`config.mk`:
```
export PLATFORM = sky130hd
export DESIGN_NAME = cascap_timer
export DESIGN_NICKNAME = d
export VERILOG_FILES = /design/src/rtl/cascap_pkg.sv /design/src/rtl/cascap_sync.sv /design/src/rtl/cascap_edge.sv /design/src/rtl/cascap_cascade.sv /design/src/rtl/cascap_timer.sv
export SDC_FILE = /design/constraint.sdc
export NUM_CORES = 1
export LEC_CHECK = 0
export ABC_AREA = 0
export BUFFER_PORTS_ARGS = -buffer_cell sky130_fd_sc_hd__buf_2
export CAP_MARGIN = 20
export CORE_ASPECT_RATIO = 1.5
export CORE_UTILIZATION = 40
export DETAILED_ROUTE_END_ITERATION = 8
export GPL_ROUTABILITY_DRIVEN = 1
export PLACE_DENSITY_LB_ADDON = 0.3
export SLEW_MARGIN = 20
export SYNTH_ARGS = -nofsm -noshare
export SYNTH_HDL_FRONTEND = slang
export SYNTH_SLANG_ARGS = --single-unit
```
`constraint.sdc`:
```
create_clock -name clk -period 2.2 [get_ports clk]
set_clock_uncertainty 0.2 [all_clocks]
set_input_delay 0.11 -clock clk [delete_from_list [all_inputs] [get_ports clk]]
set_output_delay 0.11 -clock clk [all_outputs]
set_load 0.03 [all_outputs]
```
`src/rtl/cascap_pkg.sv`:
```
package cascap_pkg;
  typedef enum logic [1:0] {
    EDGE_OFF  = 2'b00,
    EDGE_RISE = 2'b01,
    EDGE_FALL = 2'b10,
    EDGE_ANY  = 2'b11
  } edge_sel_e;

  localparam int ADDR_W = 3;
  localparam logic [ADDR_W-1:0] A_CNT_LO = 3'd0;
  localparam logic [ADDR_W-1:0] A_CNT_HI = 3'd1;
  localparam logic [ADDR_W-1:0] A_CAP_LO = 3'd2;
  localparam logic [ADDR_W-1:0] A_CAP_HI = 3'd3;
  localparam logic [ADDR_W-1:0] A_CTRL   = 3'd4;
  localparam logic [ADDR_W-1:0] A_FLAGS  = 3'd5;
endpackage

```
`src/rtl/cascap_sync.sv`:
```
module cascap_sync #(
  parameter int STAGES = 2
) (
  input  logic clk,
  input  logic rst_n,
  input  logic d,
  output logic q
);
  logic [STAGES-1:0] sr_q, sr_d;

  always_comb sr_d = {sr_q[STAGES-2:0], d};

  always_ff @(posedge clk or negedge rst_n) begin
    if (!rst_n) sr_q <= '0;
    else        sr_q <= sr_d;
  end

  assign q = sr_q[STAGES-1];
endmodule

```
`src/rtl/cascap_edge.sv`:
```
module cascap_edge
  import cascap_pkg::*;
(
  input  logic      clk,
  input  logic      rst_n,
  input  logic      level,
  input  edge_sel_e sel,
  output logic      hit
);
  logic prev_q;
  logic rise, fall;

  always_comb begin
    rise = level & ~prev_q;
    fall = ~level & prev_q;
    unique case (sel)
      EDGE_RISE: hit = rise;
      EDGE_FALL: hit = fall;
      EDGE_ANY:  hit = rise | fall;
      default:   hit = 1'b0;
    endcase
  end

  always_ff @(posedge clk or negedge rst_n) begin
    if (!rst_n) prev_q <= 1'b0;
    else        prev_q <= level;
  end
endmodule

```
`src/rtl/cascap_cascade.sv`:
```
module cascap_cascade #(
  parameter int W = 16
) (
  input  logic         clk,
  input  logic         rst_n,
  input  logic         step,
  input  logic         ld_lo,
  input  logic         ld_hi,
  input  logic [W-1:0] ld_val,
  output logic [W-1:0] cnt_lo,
  output logic [W-1:0] cnt_hi,
  output logic         wrap32
);
  logic [W-1:0] lo_q, hi_q, lo_d, hi_d;
  logic         carry;

  always_comb begin
    carry  = step & (lo_q == {W{1'b1}}) & ~ld_lo;
    wrap32 = carry & (hi_q == {W{1'b1}}) & ~ld_hi;
    lo_d   = lo_q;
    hi_d   = hi_q;
    if (ld_lo)      lo_d = ld_val;
    else if (step)  lo_d = lo_q + 1'b1;
    if (ld_hi)      hi_d = ld_val;
    else if (carry) hi_d = hi_q + 1'b1;
  end

  always_ff @(posedge clk or negedge rst_n) begin
    if (!rst_n) begin
      lo_q <= '0;
      hi_q <= '0;
    end else begin
      lo_q <= lo_d;
      hi_q <= hi_d;
    end
  end

  assign cnt_lo = lo_q;
  assign cnt_hi = hi_q;
endmodule

```
`src/rtl/cascap_timer.sv`:
```
module cascap_timer
  import cascap_pkg::*;
#(
  parameter int CNT_W       = 16,
  parameter int SYNC_STAGES = 2
) (
  input  logic              clk,
  input  logic              rst_n,
  input  logic              tick,
  input  logic              cap_pin_lo,
  input  logic              cap_pin_hi,
  input  logic              reg_we,
  input  logic [ADDR_W-1:0] reg_addr,
  input  logic [CNT_W-1:0]  reg_wdata,
  output logic [CNT_W-1:0]  reg_rdata
);
  localparam int HALVES = 2;

  logic              run_q, run_d;
  logic [1:0]        sel_q [HALVES];
  logic [1:0]        sel_d [HALVES];
  logic [HALVES-1:0] merge_q, merge_d;

  logic [HALVES-1:0] pin_raw, pin_s, comb, hit;
  logic [CNT_W-1:0]  cnt_v [HALVES];
  logic [CNT_W-1:0]  cap_q [HALVES];
  logic [CNT_W-1:0]  cap_d [HALVES];
  logic [HALVES-1:0] capf_q, capf_d, ovrf_q, ovrf_d;
  logic              wrapf_q, wrapf_d;
  logic [CNT_W-1:0]  rdata_q, rdata_d;

  logic step, ld_lo, ld_hi, wr_ctrl, wr_flags, wrap32;
  logic [CNT_W-1:0] cnt_lo, cnt_hi;

  assign step     = tick & run_q;
  assign ld_lo    = reg_we & (reg_addr == A_CNT_LO);
  assign ld_hi    = reg_we & (reg_addr == A_CNT_HI);
  assign wr_ctrl  = reg_we & (reg_addr == A_CTRL);
  assign wr_flags = reg_we & (reg_addr == A_FLAGS);
  assign pin_raw  = {cap_pin_hi, cap_pin_lo};

  cascap_cascade #(.W(CNT_W)) u_cnt (
    .clk(clk), .rst_n(rst_n), .step(step), .ld_lo(ld_lo), .ld_hi(ld_hi),
    .ld_val(reg_wdata), .cnt_lo(cnt_lo), .cnt_hi(cnt_hi), .wrap32(wrap32)
  );
  assign cnt_v[0] = cnt_lo;
  assign cnt_v[1] = cnt_hi;

  for (genvar h = 0; h < HALVES; h++) begin : g_half
    cascap_sync #(.STAGES(SYNC_STAGES)) u_sync (
      .clk(clk), .rst_n(rst_n), .d(pin_raw[h]), .q(pin_s[h])
    );
    assign comb[h] = pin_s[h] | (merge_q[h] & pin_s[HALVES-1-h]);
    cascap_edge u_edge (
      .clk(clk), .rst_n(rst_n), .level(comb[h]),
      .sel(edge_sel_e'(sel_q[h])), .hit(hit[h])
    );
  end

  always_comb begin
    run_d      = run_q;
    sel_d      = sel_q;
    merge_d    = merge_q;
    if (wr_ctrl) begin
      run_d    = reg_wdata[0];
      sel_d[0] = reg_wdata[2:1];
      sel_d[1] = reg_wdata[4:3];
      merge_d  = reg_wdata[6:5];
    end
    for (int h = 0; h < HALVES; h++) begin
      cap_d[h]  = hit[h] ? cnt_v[h] : cap_q[h];
      capf_d[h] = (capf_q[h] & ~(wr_flags & reg_wdata[h])) | hit[h];
      ovrf_d[h] = (ovrf_q[h] & ~(wr_flags & reg_wdata[2+h])) | (hit[h] & capf_q[h]);
    end
    wrapf_d = (wrapf_q & ~(wr_flags & reg_wdata[4])) | wrap32;
  end

  always_comb begin
    rdata_d = '0;
    unique case (reg_addr)
      A_CNT_LO: rdata_d = cnt_lo;
      A_CNT_HI: rdata_d = cnt_hi;
      A_CAP_LO: rdata_d = cap_q[0];
      A_CAP_HI: rdata_d = cap_q[1];
      A_CTRL:   rdata_d[6:0] = {merge_q, sel_q[1], sel_q[0], run_q};
      A_FLAGS:  rdata_d[4:0] = {wrapf_q, ovrf_q, capf_q};
      default:  rdata_d = '0;
    endcase
  end

  always_ff @(posedge clk or negedge rst_n) begin
    if (!rst_n) begin
      run_q   <= 1'b0;
      sel_q   <= '{default: '0};
      merge_q <= '0;
      cap_q   <= '{default: '0};
      capf_q  <= '0;
      ovrf_q  <= '0;
      wrapf_q <= 1'b0;
      rdata_q <= '0;
    end else begin
      run_q   <= run_d;
      sel_q   <= sel_d;
      merge_q <= merge_d;
      cap_q   <= cap_d;
      capf_q  <= capf_d;
      ovrf_q  <= ovrf_d;
      wrapf_q <= wrapf_d;
      rdata_q <= rdata_d;
    end
  end

  assign reg_rdata = rdata_q;
endmodule

```
==> results of run 1 <==
-- metal layers --
layer	track usage, %	vias up
met5	0	-
li1	-	1688
met2	37.4	86
met3	3.09	26
met4	7.47	0
met1	23.0	1790
-- where the power goes --
group	internal, mW	switching, mW	leakage, nW
combinational	0.916	0.829	1.32
sequential	2.34	0.341	1.21
clock	0.925	0.715	0.150
-- metrics by stage --
step                cells  total power, mW
floorplan             427             3.76
global placement      634             4.35
detailed placement    634             4.43
CTS                   670             6.10
global route          673             6.37
finish                673             6.07
-- timing repair --
action / CTS / global route
setup endpoints to repair: 0 / 7
endpoints found under the hold margin: 144 / 0
buffers inserted: 0 / 3
gates resized for setup: 0 / 5
hold buffers: 20 / 0
-- flip-flops by register name, indices dropped and copies added (netlist names) --
signal                flops
cap_q                    32
reg_rdata                16
u_cnt.cnt_hi             16
u_cnt.cnt_lo             16
g_half.u_sync.sr_q        4
sel_q                     4
capf_q                    2
g_half.u_edge.prev_q      2
merge_q                   2
ovrf_q                    2
run_q                     1
wrapf_q                   1
-- cell type report --
class / instances / area [um^2]
Timing Repair Buffer: 102 / 772
Fill cell: 1071 / 5880
Tap cell: 153 / 191
Multi-Input combinational cell: 294 / 2310
Clock buffer: 10 / 239
Inverter: 10 / 37.5
Sequential cell: 98 / 2450
Clock inverter: 6 / 72.6
-- placed cells by master (no fill, tap or decap), drive strengths merged, types with 5 or more instances in the layout --
master	Yosys	routed
a21oi	7	7
a22oi	5	5
and3	6	6
and4	5	5
buf	10	82
clkbuf	15	10
dfrtp	98	98
dlygate4sd3	0	20
ha	6	6
inv	10	12
mux2	42	42
mux2i	7	7
mux4	11	11
nand2	53	53
nand3	14	14
nand4	8	8
nor2	10	10
nor2b	12	12
nor3	10	10
nor4	5	5
o21ai	36	36
xnor2	17	17
xor2	12	12
-- how the worst max path moves through the flow --
stage	start	end
floorplan	merge_q[0]	cap_q[23]
global placement	u_cnt.cnt_lo[0]	u_cnt.cnt_hi[8]
detailed placement	u_cnt.cnt_lo[0]	u_cnt.cnt_hi[15]
CTS	u_cnt.cnt_lo[0]	u_cnt.cnt_hi[15]
global route	u_cnt.cnt_lo[0]	u_cnt.cnt_hi[13]
finish	u_cnt.cnt_lo[0]	u_cnt.cnt_hi[8]
-- worst register-to-register path: cells and delay by family, from the launching register on --
family          cells  cell delay [ns]
flops               1             0.37
simple gates        3             0.96
xor+xnor            1             0.17
fa+ha+maj           1             0.20
compound gates      1             0.08
-- kinds of logic (layout without fill, tap and decap cells) --
kind of cell	after synthesis	count (layout)	share of synthesized area, %
AOI/OAI and AO/OA	61	61	6.99
DFF	98	98	50.0
buffers and inverters	35	128	3.75
adders and majority gates	6	6	1.53
xor gates and xnor gates	29	29	5.18
and+or+nand+nor	138	138	16.4
muxes	60	60	16.2
==> impl_metrics.env, run 1 <==
export IMPL_areaGrowthSynthToFinish_pct=23.8
export IMPL_worst_pin_slew_ns=0.439
export IMPL_setup_tns_ns=0
export IMPL_cp_slowest_cell="or4b_1"
export IMPL_final_setup_viol_count=0
export IMPL_rows=49
export IMPL_crit_cells=6
export IMPL_highest_layer="met4"
export IMPL_antenna_found_initial=0
export IMPL_synth_edf_count=0
export IMPL_grt_use_total_pct=20.1
export IMPL_worst_slack_ns=0.101
export IMPL_critical_path_top_delay_family="simple AND/OR/NAND/NOR gates"
export IMPL_layout_drive_gt1_share_pct=32.7
export IMPL_cts_buffers=9
export IMPL_htree_levels=3
export IMPL_hpwl_um=8840
export IMPL_die_x_um=92.4
export IMPL_power_density_mw_per_mm2=999
export IMPL_status="finished clean"
export IMPL_place_area_mm2=0.00551
export IMPL_cp_end_kind="register"
export IMPL_pre_cts_ws_ns=0.115
export IMPL_path_class="register to register"
export IMPL_reg2reg_slack_ns=0.10
export IMPL_whs_path_depth=3
export IMPL_viasPerCell=5.33
export IMPL_min_period_ns=2.10
export IMPL_synth_cells=427
export IMPL_die_area_mm2=0.0127
export IMPL_hp_start="reg_addr[2]"
export IMPL_dr_wl_met2_um=6640
export IMPL_worst_r2r_path_depth=6
export IMPL_ant_nets=0
export IMPL_wl_met1_um=4680
export IMPL_synth_area_mm2=0.00490
export IMPL_cts_max_path_buffers=2
export IMPL_period_share_pct=95.4
export IMPL_crit_fanout=4
export IMPL_core_area_mm2=0.0120
export IMPL_ys_warnings_count=0
export IMPL_die_height_um=138
export IMPL_slowest_delay_ns=0.51
export IMPL_gp_congestion=0.840
export IMPL_total_leakage_power_nw=2.68
export IMPL_port_buffers=40
export IMPL_clk_latency_ns=0.35
export IMPL_ir_drop_v=0.000517
export IMPL_hold_end="reg_rdata[9]"
export IMPL_synth_avg_cell_area_um2=11.5
export IMPL_ys_types=52
export IMPL_ys_ff_latch=98
export IMPL_drtPass1Iterations=4
export IMPL_hold_viol_final=0
export IMPL_yosysMostFrequentCell="dfrtp_1"
export IMPL_grt_overflow=0
export IMPL_stdcell_area_mm2=0.00607
export IMPL_syn_nets=458
export IMPL_diodes=0
export IMPL_post_drt_wl_per_cell_um=18.1
export IMPL_final_util_pct=50.8
export IMPL_slew_headroom_pct=70.5
export IMPL_drtIter0Drc=192
export IMPL_yosys_area_top_type_share_pct=50.0
export IMPL_grt_max_degree=45
export IMPL_slew_viol_final=0
export IMPL_cts_tree="yes"
export IMPL_seq_area_frac_synth_pct=50.0
export IMPL_vias=3590
export IMPL_clock_sinks=98
export IMPL_yosys_area_top_type="dfrtp_1"
export IMPL_netlist_top_cells_count="98 x dfrtp_1, 53 x nand2_1, 42 x mux2_2"
export IMPL_drc=0
export IMPL_first_global_vias=3641
export IMPL_met3WireLength_um=508
export IMPL_ys_flop_type="dfrtp_1"
export IMPL_cp_data_required_time_ns=2.22
export IMPL_worstSetupStartpointType="register"
export IMPL_crit_arrival_ns=2.12
export IMPL_initial_core_util_pct=41.0
export IMPL_crit_chain="ha_2, nand2_1, or4b_1, nor3_1, xnor2_1, a21oi_1"
export IMPL_ys_async_sr_fraction_pct=100
export IMPL_fmaxAchievable_mhz=476
export IMPL_nets=546
export IMPL_path_clk_slew_ns=0.07
export IMPL_reg2reg_to="u_cnt.cnt_hi[8]"
export IMPL_rsz0062_at_grt="false"
export IMPL_num_io_pins=41
export IMPL_hold_path_class="input port to register"
export IMPL_synth_area_leaders="dfrtp_1 50%, mux2_2 9.6%, mux4_2 4.6%"
export IMPL_cts_root_buf="clkbuf_16"
export IMPL_fin_hold_ws_ns=0.0207
export IMPL_grt_pass1_wl_um=19200
export IMPL_worst_path_buf_inv=0
export IMPL_routed_wl_um=12200
export IMPL_cap_violations=0
export IMPL_regToRegStartpoint="u_cnt.cnt_lo[0]"
Note: power is estimated with default switching activity, not from simulation.
==> inputs of run 2 (changes only) <==
--- a/config.mk
+++ b/config.mk
@@ -11,7 +11,7 @@
 export CORE_ASPECT_RATIO = 1.5
 export CORE_UTILIZATION = 40
 export DETAILED_ROUTE_END_ITERATION = 8
-export GPL_ROUTABILITY_DRIVEN = 1
+export MAX_ROUTING_LAYER = met4
 export PLACE_DENSITY_LB_ADDON = 0.3
 export SLEW_MARGIN = 20
 export SYNTH_ARGS = -nofsm -noshare
==> run 2 against run 1 <==
Net effect: die area did not move; clock power barely moved; register-to-register slack barely moved; utilization did not move; via count fell by 0.25%; routed wire length fell by 0.36%; count of clock-buffer cells in the layout did not move; total power fell by 0.10%; critical endpoint unchanged; largest cell class unchanged.
==> impl_metrics.env, run 2 (synthesis results as in run 1) <==
export IMPL_ir_drop_v=0.000516
export IMPL_cp_end_kind="register"
export IMPL_min_period_ns=2.09
export IMPL_stdcell_area_mm2=0.00607
export IMPL_layout_drive_gt1_share_pct=32.7
export IMPL_vias=3581
export IMPL_slew_viol_final=0
export IMPL_final_common_cell="dfrtp_1"
export IMPL_first_global_vias=3637
export IMPL_grt_overflow=0
export IMPL_rows=49
export IMPL_die_height_um=138
export IMPL_clkPwrFrac_pct=27.0
export IMPL_crit_arrival_ns=2.11
export IMPL_critical_path_top_delay_family="simple AND/OR/NAND/NOR gates"
export IMPL_crit_fanout=4
export IMPL_place_area_mm2=0.00551
export IMPL_worstSetupStartpointType="register"
export IMPL_gp_congestion=0.853
export IMPL_final_setup_viol_count=0
export IMPL_power_density_mw_per_mm2=998
export IMPL_htree_levels=3
export IMPL_grt_use_total_pct=20.7
export IMPL_routed_wl_um=12100
export IMPL_cts_buffers=9
export IMPL_slowest_delay_ns=0.51
export IMPL_nets=546
export IMPL_antenna_found_initial=0
export IMPL_die_area_mm2=0.0127
export IMPL_p_sw_share_pct=31.0
export IMPL_rsz0062_at_grt="false"
export IMPL_grt_pass1_wl_um=19200
export IMPL_drtPass1Iterations=4
export IMPL_combPwrFrac_pct=28.8
export IMPL_drtIter0Drc=143
export IMPL_num_io_pins=41
export IMPL_cts_tree="yes"
export IMPL_cp_data_required_time_ns=2.22
export IMPL_cts_max_path_buffers=2
export IMPL_port_buffers=40
export IMPL_hold_viol_final=0
export IMPL_nFillCells=1071
export IMPL_ant_nets=0
export IMPL_reg2reg_slack_ns=0.11
export IMPL_setup_tns_ns=0
export IMPL_status="finished clean"
export IMPL_grt_max_degree=45
export IMPL_initial_core_util_pct=41.0
export IMPL_pre_cts_ws_ns=0.115
export IMPL_clock_sinks=98
export IMPL_largest_register_ffs=32
export IMPL_p_sw_mw=1.88
export IMPL_cp_slowest_cell="or4b_1"
export IMPL_post_drt_wl_per_cell_um=18.0
export IMPL_clk_latency_ns=0.35
export IMPL_crit_chain="ha_2, nand2_1, or4b_1, nor3_1, xnor2_1, a21oi_1"
export IMPL_period_share_pct=94.9
export IMPL_final_cell_mix="98 x dfrtp_1, 53 x nand2_1, 42 x mux2_2, 39 x buf_2, 38 x buf_4"
export IMPL_seq_power_share_pct=44.2
export IMPL_viasPerCell=5.32
export IMPL_path_class="register to register"
export IMPL_worst_slack_ns=0.112
export IMPL_drc=0
export IMPL_areaGrowthSynthToFinish_pct=23.8
export IMPL_hold_path_class="input port to register"
export IMPL_intPower_mw=4.18
export IMPL_core_area_mm2=0.0120
export IMPL_total_leakage_power_nw=2.68
export IMPL_worst_pin_slew_ns=0.443
export IMPL_fmaxAchievable_mhz=479
export IMPL_largest_register="cap_q"
export IMPL_path_clk_slew_ns=0.07
export IMPL_fin_hold_ws_ns=0.0243
export IMPL_diodes=0
export IMPL_worst_path_buf_inv=0
export IMPL_cap_violations=0
export IMPL_slew_headroom_pct=70.3
export IMPL_hpwl_um=8840
export IMPL_cts_root_buf="clkbuf_16"
export IMPL_die_x_um=92.4
[run 2: cell counts in the layout (fill, tap and decap cells not counted)]
Identical to the previous run, type by type.
[run 2: repair_timing]
| item | 4_1_cts | 5_1_grt |
|---|---|---|
| hold buffers | 20 | 0 |
| gates resized for setup | 0 | 5 |
| buffers inserted | 0 | 3 |
| hold endpoints to repair | 144 | 0 |
| setup endpoints to repair | 0 | 7 |
[run 2: power by group through the flow]
stage               clock [mW]  sequential (mW)  combinational, mW
floorplan                    0             2.79              0.967
CTS                       1.66             2.68               1.76
global placement             0             2.68               1.68
detailed placement           0             2.72               1.72
global route              1.74             2.75               1.89
finish                    1.64             2.68               1.74
[run 2: worst paths after layout]
path	start	end	depth (start not counted)
hold / removal	reg_addr[2]	reg_rdata[10]	3
setup / recovery	u_cnt.cnt_lo[0]	u_cnt.cnt_hi[8]	6
hold reg to reg	g_half[0].u_sync.sr_q[0]	g_half[0].u_sync.sr_q[1]	0
min in group asynchronous	rst_n	reg_rdata[14]	2
max in group asynchronous	rst_n	u_cnt.cnt_hi[10]	3
setup reg to reg	u_cnt.cnt_lo[0]	u_cnt.cnt_hi[8]	6
[run 2: cell type report]
class                      instances  area (um^2)  area share, %
sequential                        98         2450           40.4
multi-input combinational        294         2310           38.0
timing repair buffer             102          772           12.7
clock buffer                      10          239           3.94
tap                              153          191           3.15
clock inverter                     6         72.6           1.20
inverter                          10         37.5          0.618
[run 2: stage by stage]
step           utilization [%]  power, mW  cells
6_report                  50.8       6.06    673
5_1_grt                   50.8       6.37    673
4_1_cts                   50.4       6.10    670
3_5_place_dp              46.1       4.43    634
3_3_place_gp              46.1       4.35    634
2_1_floorplan                -       3.76    427
[run 2: layer usage]
layer | vias to the layer above | track usage [%] | share of wire [%]
met2 | 80 | 37.6 | 55
met5 | - | - | 0
met1 | 1784 | 22.8 | 39
met3 | 28 | 3.09 | 3.2
li1 | 1689 | - | -
met4 | 0 | 7.47 | 2.9
[run 2: worst min-delay path, stage by stage]
cell	delay (ns)
buf_2	0.14
buf_4	0.22
nor2b_1	0.06
==> inputs of run 3 (changes only) <==
==> constraint.sdc (replaced) <==
create_clock -name clk -period 2.65 [get_ports clk]
set_clock_uncertainty 0.2 [all_clocks]
set_input_delay 0.1325 -clock clk [delete_from_list [all_inputs] [get_ports clk]]
set_output_delay 0.1325 -clock clk [all_outputs]
set_load 0.03 [all_outputs]
==> run 3 against run 2 <==
Net effect: hold slack improved by 0.0050 ns; count of clock-buffer cells in the layout increased by 1; non-clock buffer count decreased by 29; routed wire length decreased by 2.2%; register-to-register slack improved by 0.15 ns; clock power decreased by 26%; sequential power decreased by 14%; cell count decreased by 4.5%; sequential cell count unchanged; critical path type unchanged; largest power group unchanged.
==> impl_metrics.env, run 3 (synthesis results as in run 1) <==
export IMPL_status="finished clean"
export IMPL_nFillCells=1108
export IMPL_grt_pass1_wl_um=19400
export IMPL_period_share_pct=90.2
export IMPL_final_setup_viol_count=0
export IMPL_htree_levels=3
export IMPL_diodes=0
export IMPL_grt_use_total_pct=20.9
export IMPL_drtPass1Iterations=4
export IMPL_hold_viol_final=0
export IMPL_fmaxAchievable_mhz=418
export IMPL_largest_register_ffs=32
export IMPL_grt_overflow=0
export IMPL_crit_fanout=7
export IMPL_rsz0062_at_grt="false"
export IMPL_worst_pin_slew_ns=0.593
export IMPL_areaGrowthSynthToFinish_pct=17.2
export IMPL_total_leakage_power_nw=2.48
export IMPL_gp_congestion=0.824
export IMPL_slowest_delay_ns=0.80
export IMPL_min_period_ns=2.39
export IMPL_path_class="register to register"
export IMPL_cts_tree="yes"
export IMPL_drtIter0Drc=166
export IMPL_worst_slack_ns=0.259
export IMPL_slew_viol_final=0
export IMPL_final_common_cell="dfrtp_1"
export IMPL_cp_data_required_time_ns=2.67
export IMPL_num_io_pins=41
export IMPL_whs_path_depth=2
export IMPL_ir_drop_v=0.000303
export IMPL_cts_buffers=9
export IMPL_hpwl_um=8470
export IMPL_die_area_mm2=0.0127
export IMPL_pre_cts_ws_ns=0.280
export IMPL_reg2reg_to="u_cnt.cnt_hi[11]"
export IMPL_nets=517
export IMPL_core_area_mm2=0.0120
export IMPL_use_met2_pct=36.7
export IMPL_port_buffers=40
export IMPL_cp_slowest_cell="or4_1"
export IMPL_viasPerCell=5.44
export IMPL_antenna_found_initial=0
export IMPL_slew_headroom_pct=60.5
export IMPL_final_cell_mix="98 x dfrtp_1, 53 x nand2_1, 42 x mux2_2, 39 x buf_2, 25 x o21ai_0"
export IMPL_crit_arrival_ns=2.41
export IMPL_globalRouteMet1Util_pct=23.1
export IMPL_hold_path_class="input port to register"
export IMPL_reg2reg_slack_ns=0.26
export IMPL_hp_start="reg_addr[2]"
export IMPL_hold_end="reg_rdata[13]"
export IMPL_ant_nets=0
export IMPL_vias=3498
export IMPL_post_drt_wl_per_cell_um=18.4
export IMPL_busiest_layer="met2"
export IMPL_path_clk_slew_ns=0.06
export IMPL_first_global_vias=3729
export IMPL_die_height_um=138
export IMPL_setup_tns_ns=0
export IMPL_power_density_mw_per_mm2=824
export IMPL_drc=0
export IMPL_total_power_mw=4.74
export IMPL_cp_end_kind="register"
export IMPL_crit_chain="ha_1, nand2_1, or4_1, nor4_4, xnor2_1, o21ai_1"
export IMPL_clock_sinks=98
export IMPL_cap_violations=0
export IMPL_rows=49
export IMPL_grt_max_degree=45
export IMPL_regToRegStartpoint="u_cnt.cnt_lo[1]"
export IMPL_worst_r2r_path_depth=6
export IMPL_cts_root_buf="clkbuf_16"
export IMPL_cts_max_path_buffers=2
export IMPL_layout_drive_gt1_share_pct=27.6
export IMPL_initial_core_util_pct=41.0
export IMPL_routed_wl_um=11800
export IMPL_largest_register="cap_q"
export IMPL_gr_usage_met3_pct=3.20
export IMPL_worstSetupStartpointType="register"
export IMPL_clk_latency_ns=0.35
export IMPL_die_x_um=92.4
[run 3: changes by cell type in the layout (fill, tap and decap cells not counted), moves of 2 or more]
| cell | change |
|---|---|
| inv_6 | -2 |
| nor4_2 | -2 |
| nor4_1 | +2 |
| buf_4 | -25 |
| buf_12 | -3 |
[run 3: layout make-up]
cell class / instances / area (um^2) / share of cell area [%]
Clock inverter: 4 / 28.8 / 0.501
Multi-Input combinational cell: 294 / 2280 / 39.7
Sequential cell: 98 / 2450 / 42.7
Clock buffer: 11 / 243 / 4.22
Inverter: 10 / 37.5 / 0.653
Timing Repair Buffer: 73 / 513 / 8.93
Tap cell: 153 / 191 / 3.33
[run 3: layer usage]
layer	wire length (um)	vias up
met5	0	-
met4	363	0
met3	412	23
met2	6430	78
met1	4640	1769
li1	-	1628
[run 3: critical path: cells and delay by family, from the launching register on]
family	cells	cell delay, ns
simple gates	3	1.15
flops	1	0.45
xor+xnor	1	0.15
fa+ha+maj	1	0.23
compound gates	1	0.08
[run 3: worst max path at each step]
| stage | from | endpoint | slack, ns | cells past startpoint |
|---|---|---|---|---|
| floorplan | merge_q[0] | cap_q[23] | 0.38 | 7 |
| global placement | u_cnt.cnt_lo[0] | u_cnt.cnt_hi[13] | 0.36 | 6 |
| detailed placement | u_cnt.cnt_lo[1] | u_cnt.cnt_hi[11] | 0.28 | 6 |
| CTS | u_cnt.cnt_lo[1] | u_cnt.cnt_hi[11] | 0.26 | 6 |
| global route | u_cnt.cnt_lo[1] | u_cnt.cnt_hi[13] | 0.11 | 6 |
| finish | u_cnt.cnt_lo[1] | u_cnt.cnt_hi[11] | 0.26 | 6 |
[run 3: report_power, final]
part           switching, mW  total, mW  internal (mW)
combinational          0.581       1.23          0.646
sequential             0.357       2.30           1.94
clock                  0.554       1.21          0.657
total                   1.49       4.74           3.25
[run 3: repair_timing]
action | 4_1_cts | 5_1_grt
hold buffers | 20 | 0
endpoints found under the hold margin | 88 | 0
setup buffers | 0 | 0
gates resized for setup | 0 | 0
[run 3: stage by stage]
stage               std cells  hold slack (ns)  util [%]  cell area, um^2
floorplan                 427           -0.363         -             4900
global placement          608          -0.0280      44.1             5280
global route              643           0.0531      48.1             5750
finish                    643           0.0292      48.1             5750
CTS                       643           0.0198      48.1             5750
detailed placement        608          -0.0202      44.1             5280
